$ cat src/rtl/ext_irq_pkg.sv
package ext_irq_pkg;
  typedef enum logic [1:0] {
    SNS_LVL_HI = 2'd0,
    SNS_RISE   = 2'd1,
    SNS_FALL   = 2'd2,
    SNS_LVL_LO = 2'd3
  } sense_e;

  localparam int WORD_W     = 32;
  localparam int SENSE_TOP  = 23;
  localparam int EN_TOP     = 11;
  localparam int CLR_TOP    = 27;
  localparam int MASTER_BIT = 12;
  localparam int ROUTE_BIT  = 0;
endpackage

$ cat src/rtl/ext_irq_ctrl_reg.sv
module ext_irq_ctrl_reg
  import ext_irq_pkg::*;
#(
  parameter int NPIN = 4
) (
  input  logic                   clk,
  input  logic                   rst_n,
  input  logic                   we,
  input  logic [WORD_W/8-1:0]    be,
  input  logic [WORD_W-1:0]      wdata,
  output logic [WORD_W-1:0]      rdata,
  output sense_e                 sense [NPIN],
  output logic [NPIN-1:0]        en,
  output logic                   master,
  output logic                   route,
  output logic [NPIN-1:0]        clr
);
  localparam int MB = MASTER_BIT / 8;
  localparam int RB = ROUTE_BIT / 8;

  sense_e sense_q [NPIN];
  logic [NPIN-1:0] en_q;
  logic master_q, route_q;

  for (genvar n = 0; n < NPIN; n++) begin : g_pin
    localparam int SLO = SENSE_TOP - 1 - 2 * n;
    localparam int SB  = SLO / 8;
    localparam int EB  = (EN_TOP - n) / 8;
    localparam int CB  = (CLR_TOP - n) / 8;

    always_ff @(posedge clk or negedge rst_n) begin
      if (!rst_n) begin
        sense_q[n] <= SNS_LVL_HI;
        en_q[n]    <= 1'b0;
      end else if (we) begin
        if (be[SB]) sense_q[n] <= sense_e'(wdata[SLO +: 2]);
        if (be[EB]) en_q[n]    <= wdata[EN_TOP - n];
      end
    end

    assign clr[n]   = we && be[CB] && wdata[CLR_TOP - n];
    assign sense[n] = sense_q[n];

    // sense fields change only when their byte is written
    a_r8_sense_hold: assert property (@(posedge clk) disable iff (!rst_n)
      !(we && be[SB]) |=> $stable(sense_q[n]));
  end

  always_ff @(posedge clk or negedge rst_n) begin
    if (!rst_n) begin
      master_q <= 1'b0;
      route_q  <= 1'b0;
    end else if (we) begin
      if (be[MB]) master_q <= wdata[MASTER_BIT];
      if (be[RB]) route_q  <= wdata[ROUTE_BIT];
    end
  end

  always_comb begin
    rdata = '0;
    for (int n = 0; n < NPIN; n++) begin
      rdata[SENSE_TOP - 2*n -: 2] = sense_q[n];
      rdata[EN_TOP - n]           = en_q[n];
    end
    rdata[MASTER_BIT] = master_q;
    rdata[ROUTE_BIT]  = route_q;
  end

  assign en     = en_q;
  assign master = master_q;
  assign route  = route_q;
endmodule

$ cat src/rtl/ext_irq_pin_cond.sv
module ext_irq_pin_cond
  import ext_irq_pkg::*;
#(
  parameter int SYNC_STAGES = 2
) (
  input  logic   clk,
  input  logic   rst_n,
  input  logic   pin,
  input  sense_e sense,
  input  logic   en,
  input  logic   master,
  input  logic   clr,
  output logic   req
);
  logic [SYNC_STAGES-1:0] sync_q;
  logic prev_q, latch_q, lvl, edge_hit, is_level, active;

  always_ff @(posedge clk or negedge rst_n) begin
    if (!rst_n) begin
      sync_q <= '0;
      prev_q <= 1'b0;
    end else begin
      sync_q <= {sync_q[SYNC_STAGES-2:0], pin};
      prev_q <= sync_q[SYNC_STAGES-1];
    end
  end

  assign lvl      = sync_q[SYNC_STAGES-1];
  assign is_level = (sense == SNS_LVL_HI) || (sense == SNS_LVL_LO);
  assign edge_hit = ((sense == SNS_RISE) && lvl && !prev_q) ||
                    ((sense == SNS_FALL) && !lvl && prev_q);

  always_ff @(posedge clk or negedge rst_n) begin
    if (!rst_n)        latch_q <= 1'b0;
    else if (is_level) latch_q <= 1'b0;
    else if (edge_hit) latch_q <= 1'b1;
    else if (clr)      latch_q <= 1'b0;
  end

  always_comb begin
    unique case (sense)
      SNS_LVL_HI: active = lvl;
      SNS_LVL_LO: active = !lvl;
      default:    active = latch_q;
    endcase
  end

  assign req = active && en && master;

  // a set latch holds while edge-sensed and not acknowledged
  a_r4_latch_sticky: assert property (@(posedge clk) disable iff (!rst_n)
    (latch_q && !is_level && !clr) |=> latch_q);
  // acknowledge without a fresh edge empties the latch
  a_r7_clear_takes: assert property (@(posedge clk) disable iff (!rst_n)
    (clr && !edge_hit) |=> !latch_q);
  // an edge coinciding with acknowledge wins
  a_r7_edge_wins: assert property (@(posedge clk) disable iff (!rst_n)
    edge_hit |=> latch_q);
  // level sense keeps the latch empty
  a_r10_level_no_latch: assert property (@(posedge clk) disable iff (!rst_n)
    is_level |=> !latch_q);
endmodule

$ cat src/rtl/ext_irq_cond.sv
module ext_irq_cond
  import ext_irq_pkg::*;
#(
  parameter int NPIN = 4
) (
  input  logic        clk,
  input  logic        rst_n,
  input  logic [3:0]  irq_pin,
  input  logic        reg_we,
  input  logic [3:0]  reg_be,
  input  logic [31:0] reg_wdata,
  output logic [31:0] reg_rdata,
  output logic [3:0]  irq_req,
  output logic        crit_route
);
  sense_e          sense [NPIN];
  logic [NPIN-1:0] en, clr;
  logic            master;

  ext_irq_ctrl_reg #(.NPIN(NPIN)) u_reg (
    .clk(clk), .rst_n(rst_n), .we(reg_we), .be(reg_be), .wdata(reg_wdata),
    .rdata(reg_rdata), .sense(sense), .en(en), .master(master),
    .route(crit_route), .clr(clr)
  );

  for (genvar n = 0; n < NPIN; n++) begin : g_cond
    ext_irq_pin_cond #(.SYNC_STAGES(2)) u_pin (
      .clk(clk), .rst_n(rst_n), .pin(irq_pin[n]), .sense(sense[n]),
      .en(en[n]), .master(master), .clr(clr[n]), .req(irq_req[n])
    );
  end

  // master enable off silences every request
  a_r6_master_gate: assert property (@(posedge clk) disable iff (!rst_n)
    !master |-> (irq_req == '0));
  // a disabled pin never requests
  a_r5_enable_gate: assert property (@(posedge clk) disable iff (!rst_n)
    (irq_req & ~en) == '0);
  // acknowledge bits never read back
  a_r7_clr_reads_zero: assert property (@(posedge clk) disable iff (!rst_n)
    reg_rdata[27:24] == 4'h0);
endmodule

$ cat config.mk
export PLATFORM = sky130hd
export DESIGN_NAME = ext_irq_cond
export DESIGN_NICKNAME = d
export VERILOG_FILES = /design/src/rtl/ext_irq_pkg.sv /design/src/rtl/ext_irq_ctrl_reg.sv /design/src/rtl/ext_irq_pin_cond.sv /design/src/rtl/ext_irq_cond.sv
export SDC_FILE = /design/constraint.sdc
export NUM_CORES = 1
export LEC_CHECK = 0
export ABC_AREA = 1
export CORE_ASPECT_RATIO = 1.75
export CORE_UTILIZATION = 41
export DETAILED_ROUTE_END_ITERATION = 8
export PLACE_DENSITY = 0.8
export SETUP_SLACK_MARGIN = 0.4
export SYNTH_ARGS = -nofsm -noshare
export SYNTH_HDL_FRONTEND = slang
export SYNTH_HIERARCHICAL = 1
export SYNTH_SLANG_ARGS = --single-unit
$ cat constraint.sdc
create_clock -name clk -period 1.9 [get_ports clk]
set_input_delay 0.475 -clock clk [delete_from_list [all_inputs] [get_ports clk]]
set_output_delay 0.475 -clock clk [all_outputs]
set_load 0.05 [all_outputs]
==> Yosys cells after proc, flatten, opt, wreduce, memory -nomap -nowiden <==
Cells that the tools add are included.
{ "totals": {"latchBits": 0, "mem_bits_ro": 0, "inputBits": 43, "out_inout_bits": 37, "word_cells": 106, "register_bits": 30, "mem_count": 0, "ram_bits": 0} }
{ "op_classes": {"multipliers": 0, "eq_ne": 12, "div_mod_pow": 0, "n_addsub": 0, "bitwise": 0, "shift": 0, "magnitude_cmp": 0, "reduce_logical": 56, "muxes": 16} }
{ "ops": {"columns": ["operator", "count"], "rows": [
  ["$logic_and A1 B1 Y1", 29],
  ["$eq A2 B2 Y1 const B", 8],
  ["$mux W1", 12],
  ["$reduce_bool A3 Y1", 4],
  ["$eq A2 B1 Y1 const B", 4],
  ["$logic_not A1 Y1", 8],
  ["$logic_not A2 Y1", 4],
  ["$logic_or A1 B1 Y1", 8],
  ["$pmux W1 S2", 4],
  ["$reduce_and A2 Y1", 3]
]} }

==> Longest topological paths before layout <==
{ "logic_depth": {"ltp_word": 6, "mapped_depth": 8, "depth_no_buf": 7} }

==> By module <==
The synthesis kept the hierarchy.
{ "modules_own_cells": {"columns": ["mod", "n_inst", "area_each_um2", "cells_per_inst", "seq_area_each_um2"], "rows": [
  ["ext_irq_pin_cond", 4, 226.5, 25, 100.1],
  ["ext_irq_ctrl_reg", 1, 843.3, 104, 350.3]
]} }

==> Worst setup path after synthesis <==
OpenSTA, ideal clock, no wires.
{ "synth_path": {"path_kind": "register to output", "startpoint": "register u_reg.sense_q (netlist bit u_reg/rdata[22])", "endpoint": "output port irq_req[0]", "path_slack_ps": -649, "path_stages_with_launch": 7, "arrival_time_ps": 2074, "t_required_ps": 1425, "path_cell_list": "dfrtp_1 -> buf_4 -> inv_1 -> ha_1 -> nand2_1 -> nand3_1 -> a21oi_1"} }
{ "synth_via": {"elab_chain_cells": 4, "elab_cells_between_ends": 5, "cone_classes": "eq/ne: 1; mux: 1; reduce/logical: 3"} }
{ "synth_rtl": {"columns": ["element", "line", "source"], "rows": [
  ["start: declaration", "ext_irq_ctrl_reg.sv:21", "sense_e sense_q [NPIN];"],
  ["start signal: indexed assignment", "ext_irq_ctrl_reg.sv:36", "if (be[SB]) sense_q[n] <= sense_e'(wdata[SLO +: 2]);"],
  ["$eq A2 B2 Y1 or $logic_not A2 Y1 (tied branches)", "ext_irq_pin_cond.sv:41", "unique case (sense)"],
  ["$pmux W1 S2 (*)", "ext_irq_pin_cond.sv:41", null],
  ["$logic_and A1 B1 Y1 (*) (2 in a row)", "ext_irq_pin_cond.sv:48", "assign req = active && en && master;"],
  ["end: declaration", "ext_irq_cond.sv:13", "output logic [3:0] irq_req,"]
]} }
Mark *: on every way between the ends. The rest lies on a longest branch, timed or not.

==> Worst setup path in the final report <==
{ "layout_path": {"startpoint": "register u_reg.sense_q (netlist bit u_reg/rdata[19])", "endpoint": "output port irq_req[2]"} }
Same word-level chain as after synthesis.

==> impl_metrics.toml <==
[sta]
finalWorstSetupSlack_ns = -0.0187
setup_viol = 1
finalCritPeriodShare = 1.01
finalCriticalPeriod_ns = 1.92
finalMaxSlewViolations = 0
tns_ns = -0.0187
finalClockSkew_ns = 0.00225
hold_slack_ns = 0.348
finalHoldViolCount = 0
fmax_ghz = 0.521
rsz0062_at_grt = "true"

[yosys]
synth-seq-cells = 30
synth_xor_area_frac = 0
synthArstFlopShare = 1.00
yosys_warnings = 6
synthAdderAreaFrac = 0.114
synth_common_cells = "47 x nand2_1, 34 x buf_4, 32 x inv_1, 30 x dfrtp_1, 26 x nand3_1"
synth.area.mux_share = 0
yosys.cell_count.top_type = "nand2_1"
synth-edff-count = 0
synth-simple-area-share = 0.210
synth.avg_cell_area_um2 = 8.57
postSynthCellCount = 204
synth_top_family_by_area = "buffers and inverters"
yosys_most_used_dff = "dfrtp_1"
synth_top_cell_by_area = "dfrtp_1"
ys_types = 12
yosysSeqAreaShare = 0.429
synth_compound_area_frac = 0.0229
synth_area_leaders = "dfrtp_1 43%, buf_4 15%, ha_1 11%"
syn_area_um2 = 1750
yosys.area.top_type_share = 0.429

[setup_path]
cp-end-kind = "output pin"
slowest_delay_ns = 0.43
worstSetupStartpoint = "u_reg/rdata[19]"
worstPathCellList = "inv_4 > ha_4 > nand2_2 > nand3_2 > a21oi_4 > buf_12"
path_buf_inv = 2
crit_fanout = 3
cp.arrival_ns = 1.44
required_ns = 1.42
r2r-start = "u_reg/rdata[17]"
startpoint_type = "register"
cp_top_family = "flip-flops"
cp_slowest_cell = "dfrtp_2"
critPathKind = "reg2out"

[grt]
grt_max_degree = 31
grt_pass1_vias = 1370
grt-ovfl-total = 0
grt_first_pass_wirelength_mm = 5.95
grtUsageTotal = 0.180
grt_antenna_before_repair = 0

[die]
num_io_pins = 80
core_um2 = 4110
initial_utilization = 0.425
die_w_um = 51.4
fp-row-count = 31
dieArea_um2 = 4540
die_h_um = 88.4

[finish]
num-fill-cells = 360
n_antenna_cell = 0
layout-drive-gt1-share = 0.344
nets = 320
area_delta_synth_final_pct = 49.4

[clock_network]
htree_levels = 2
path_clk_slew_ns = 0.06
cts_buffer_depth = 2
clk_latency_ns = 0.28
cts_root_buf = "clkbuf_8"
cts_tree = "yes"
numCtsBuffers = 5
cts_sinks = 30
ctsHoldBuffers = 0

[detailed_routing]
dr_total_vias = 1399
avgViaCountPerCell = 4.50
drt_iter0_drc = 21
drcViolationCount = 0
wl_per_cell_um = 11.6
first_pass_iters = 4
finalWirelength_mm = 3.62
drtAntennaViolNets = 0

[min_path]
hold_class = "reg2reg"
hold_path_startpoint = "g_cond[2].u_pin/sync_q[0]"

[run]
maxCapViolCount = 0

[outcome]
outcome = "complete, but fails checks"
violations = "setup timing"

[power]
p_per_area_nw_per_um2 = 855
sw_frac_of_total = 0.357
pwr-share-seq = 0.344
pwr-share-clk = 0.268
power.leakage_nw = 1.30
power.net_switching_uw = 797
p_comb_frac = 0.388
p_int_mw = 1.44
ir_drop_mv = 0.656

[placed_design]
dp_hpwl_mm = 2.49
place_ws_ns = 0.221
port_buffers = 47
place_congestion = 0.727
==> repair_timing <==
action | CTS | global route
setup buffers | 14 | 4
pin swaps | 2 | 1
resized for setup | 14 | 14
endpoints found under the setup margin | 5 | 11
==> worst paths after layout <==
check	end	cells past startpoint	slack, ns
max	irq_req[2]	6	-0.02
min	g_cond[2].u_pin/sync_q[1]	0	0.35
max reg2reg	g_cond[3].u_pin/latch_q	8	0.69
min reg2reg	g_cond[2].u_pin/sync_q[1]	0	0.35
max in group asynchronous	u_reg/rdata[18]	2	1.01
min in group asynchronous	g_cond[3].u_pin/latch_q	2	0.59
==> cell type report <==
| type | count | area [um2] | area share |
|---|---|---|---|
| Inverter | 32 | 130 | 0.0498 |
| Timing Repair Buffer | 68 | 722 | 0.276 |
| Tap cell | 49 | 61.3 | 0.0235 |
| Clock buffer | 8 | 110 | 0.0421 |
| Sequential cell | 30 | 762 | 0.292 |
| Multi-Input combinational cell | 124 | 828 | 0.317 |
==> sequential cells by signal (all words and copies together) (netlist names) <==
| register | flops |
|---|---|
| g_cond.u_pin/prev_q | 4 |
| g_cond.u_pin/sync_q | 8 |
| u_reg/route | 1 |
| g_cond.u_pin/latch_q | 4 |
| u_reg/master | 1 |
| u_reg/en | 4 |
| u_reg/rdata | 8 |
==> layout by cell type, fill, tap and decap left out <==
cell type        netlist  final
nand3_4                0      1
nand2_4                0      1
nand2_1               47     43
nand3_1               26     22
clkbuf_8               0      8
clkdlybuf4s50_1        0     28
buf_8                  0      7
a21oi_2                0      4
nand2_2                1      4
nand3_2                4      7
buf_12                 0      5
dfrtp_1               30     21
nor2_1                 4      4
buf_6                  1      7
conb_1                 1     18
ha_4                   0      4
buf_4                 34     21
dfrtp_2                0      9
inv_2                  0      4
a21oi_4                0      4
inv_4                  0      4
inv_1                 32     24
ha_1                  16     12
==> power by group through the flow <==
stage	Clock (mW)	Sequential [mW]	Combinational [mW]
floorplan	0	0.846	0.506
global placement	0	0.790	0.681
detailed placement	0	0.793	0.694
CTS	0.614	0.764	0.813
global route	0.646	0.778	0.928
finish	0.598	0.769	0.867
==> per-stage QoR <==
stage	util	area, um2	total power [mW]	cells
finish	0.636	2610	2.23	311
global route	0.636	2610	2.35	311
floorplan	-	1990	1.35	221
CTS	0.614	2530	2.19	307
global placement	0.550	2260	1.47	285
detailed placement	0.550	2260	1.49	285
==> kinds of logic (layout without fill, tap and decap cells) <==
family	Yosys count	count (layout)
AOI/OAI and AO/OA	8	8
adders and majority gates	16	16
buffers and inverters	67	108
DFF	30	30
other	1	18
and+or+nand+nor	82	82
==> worst register-to-register path: stages, from the launching register on <==
cell and delay, ns:
dfrtp_2 0.40, inv_4 0.05, buf_4 0.13, buf_4 0.12, ha_1 0.18, nand3_1 0.08, nand3_1 0.07, nand2_1 0.05
inv_1 0.03
==> layer usage <==
| layer | part of all wire | track usage |
|---|---|---|
| met4 | 0.023 | 0.0958 |
| met1 | 0.38 | 0.185 |
| met5 | 0 | 0 |
| met2 | 0.56 | 0.332 |
| met3 | 0.046 | 0.0361 |
(Power assumes the default switching activity.)
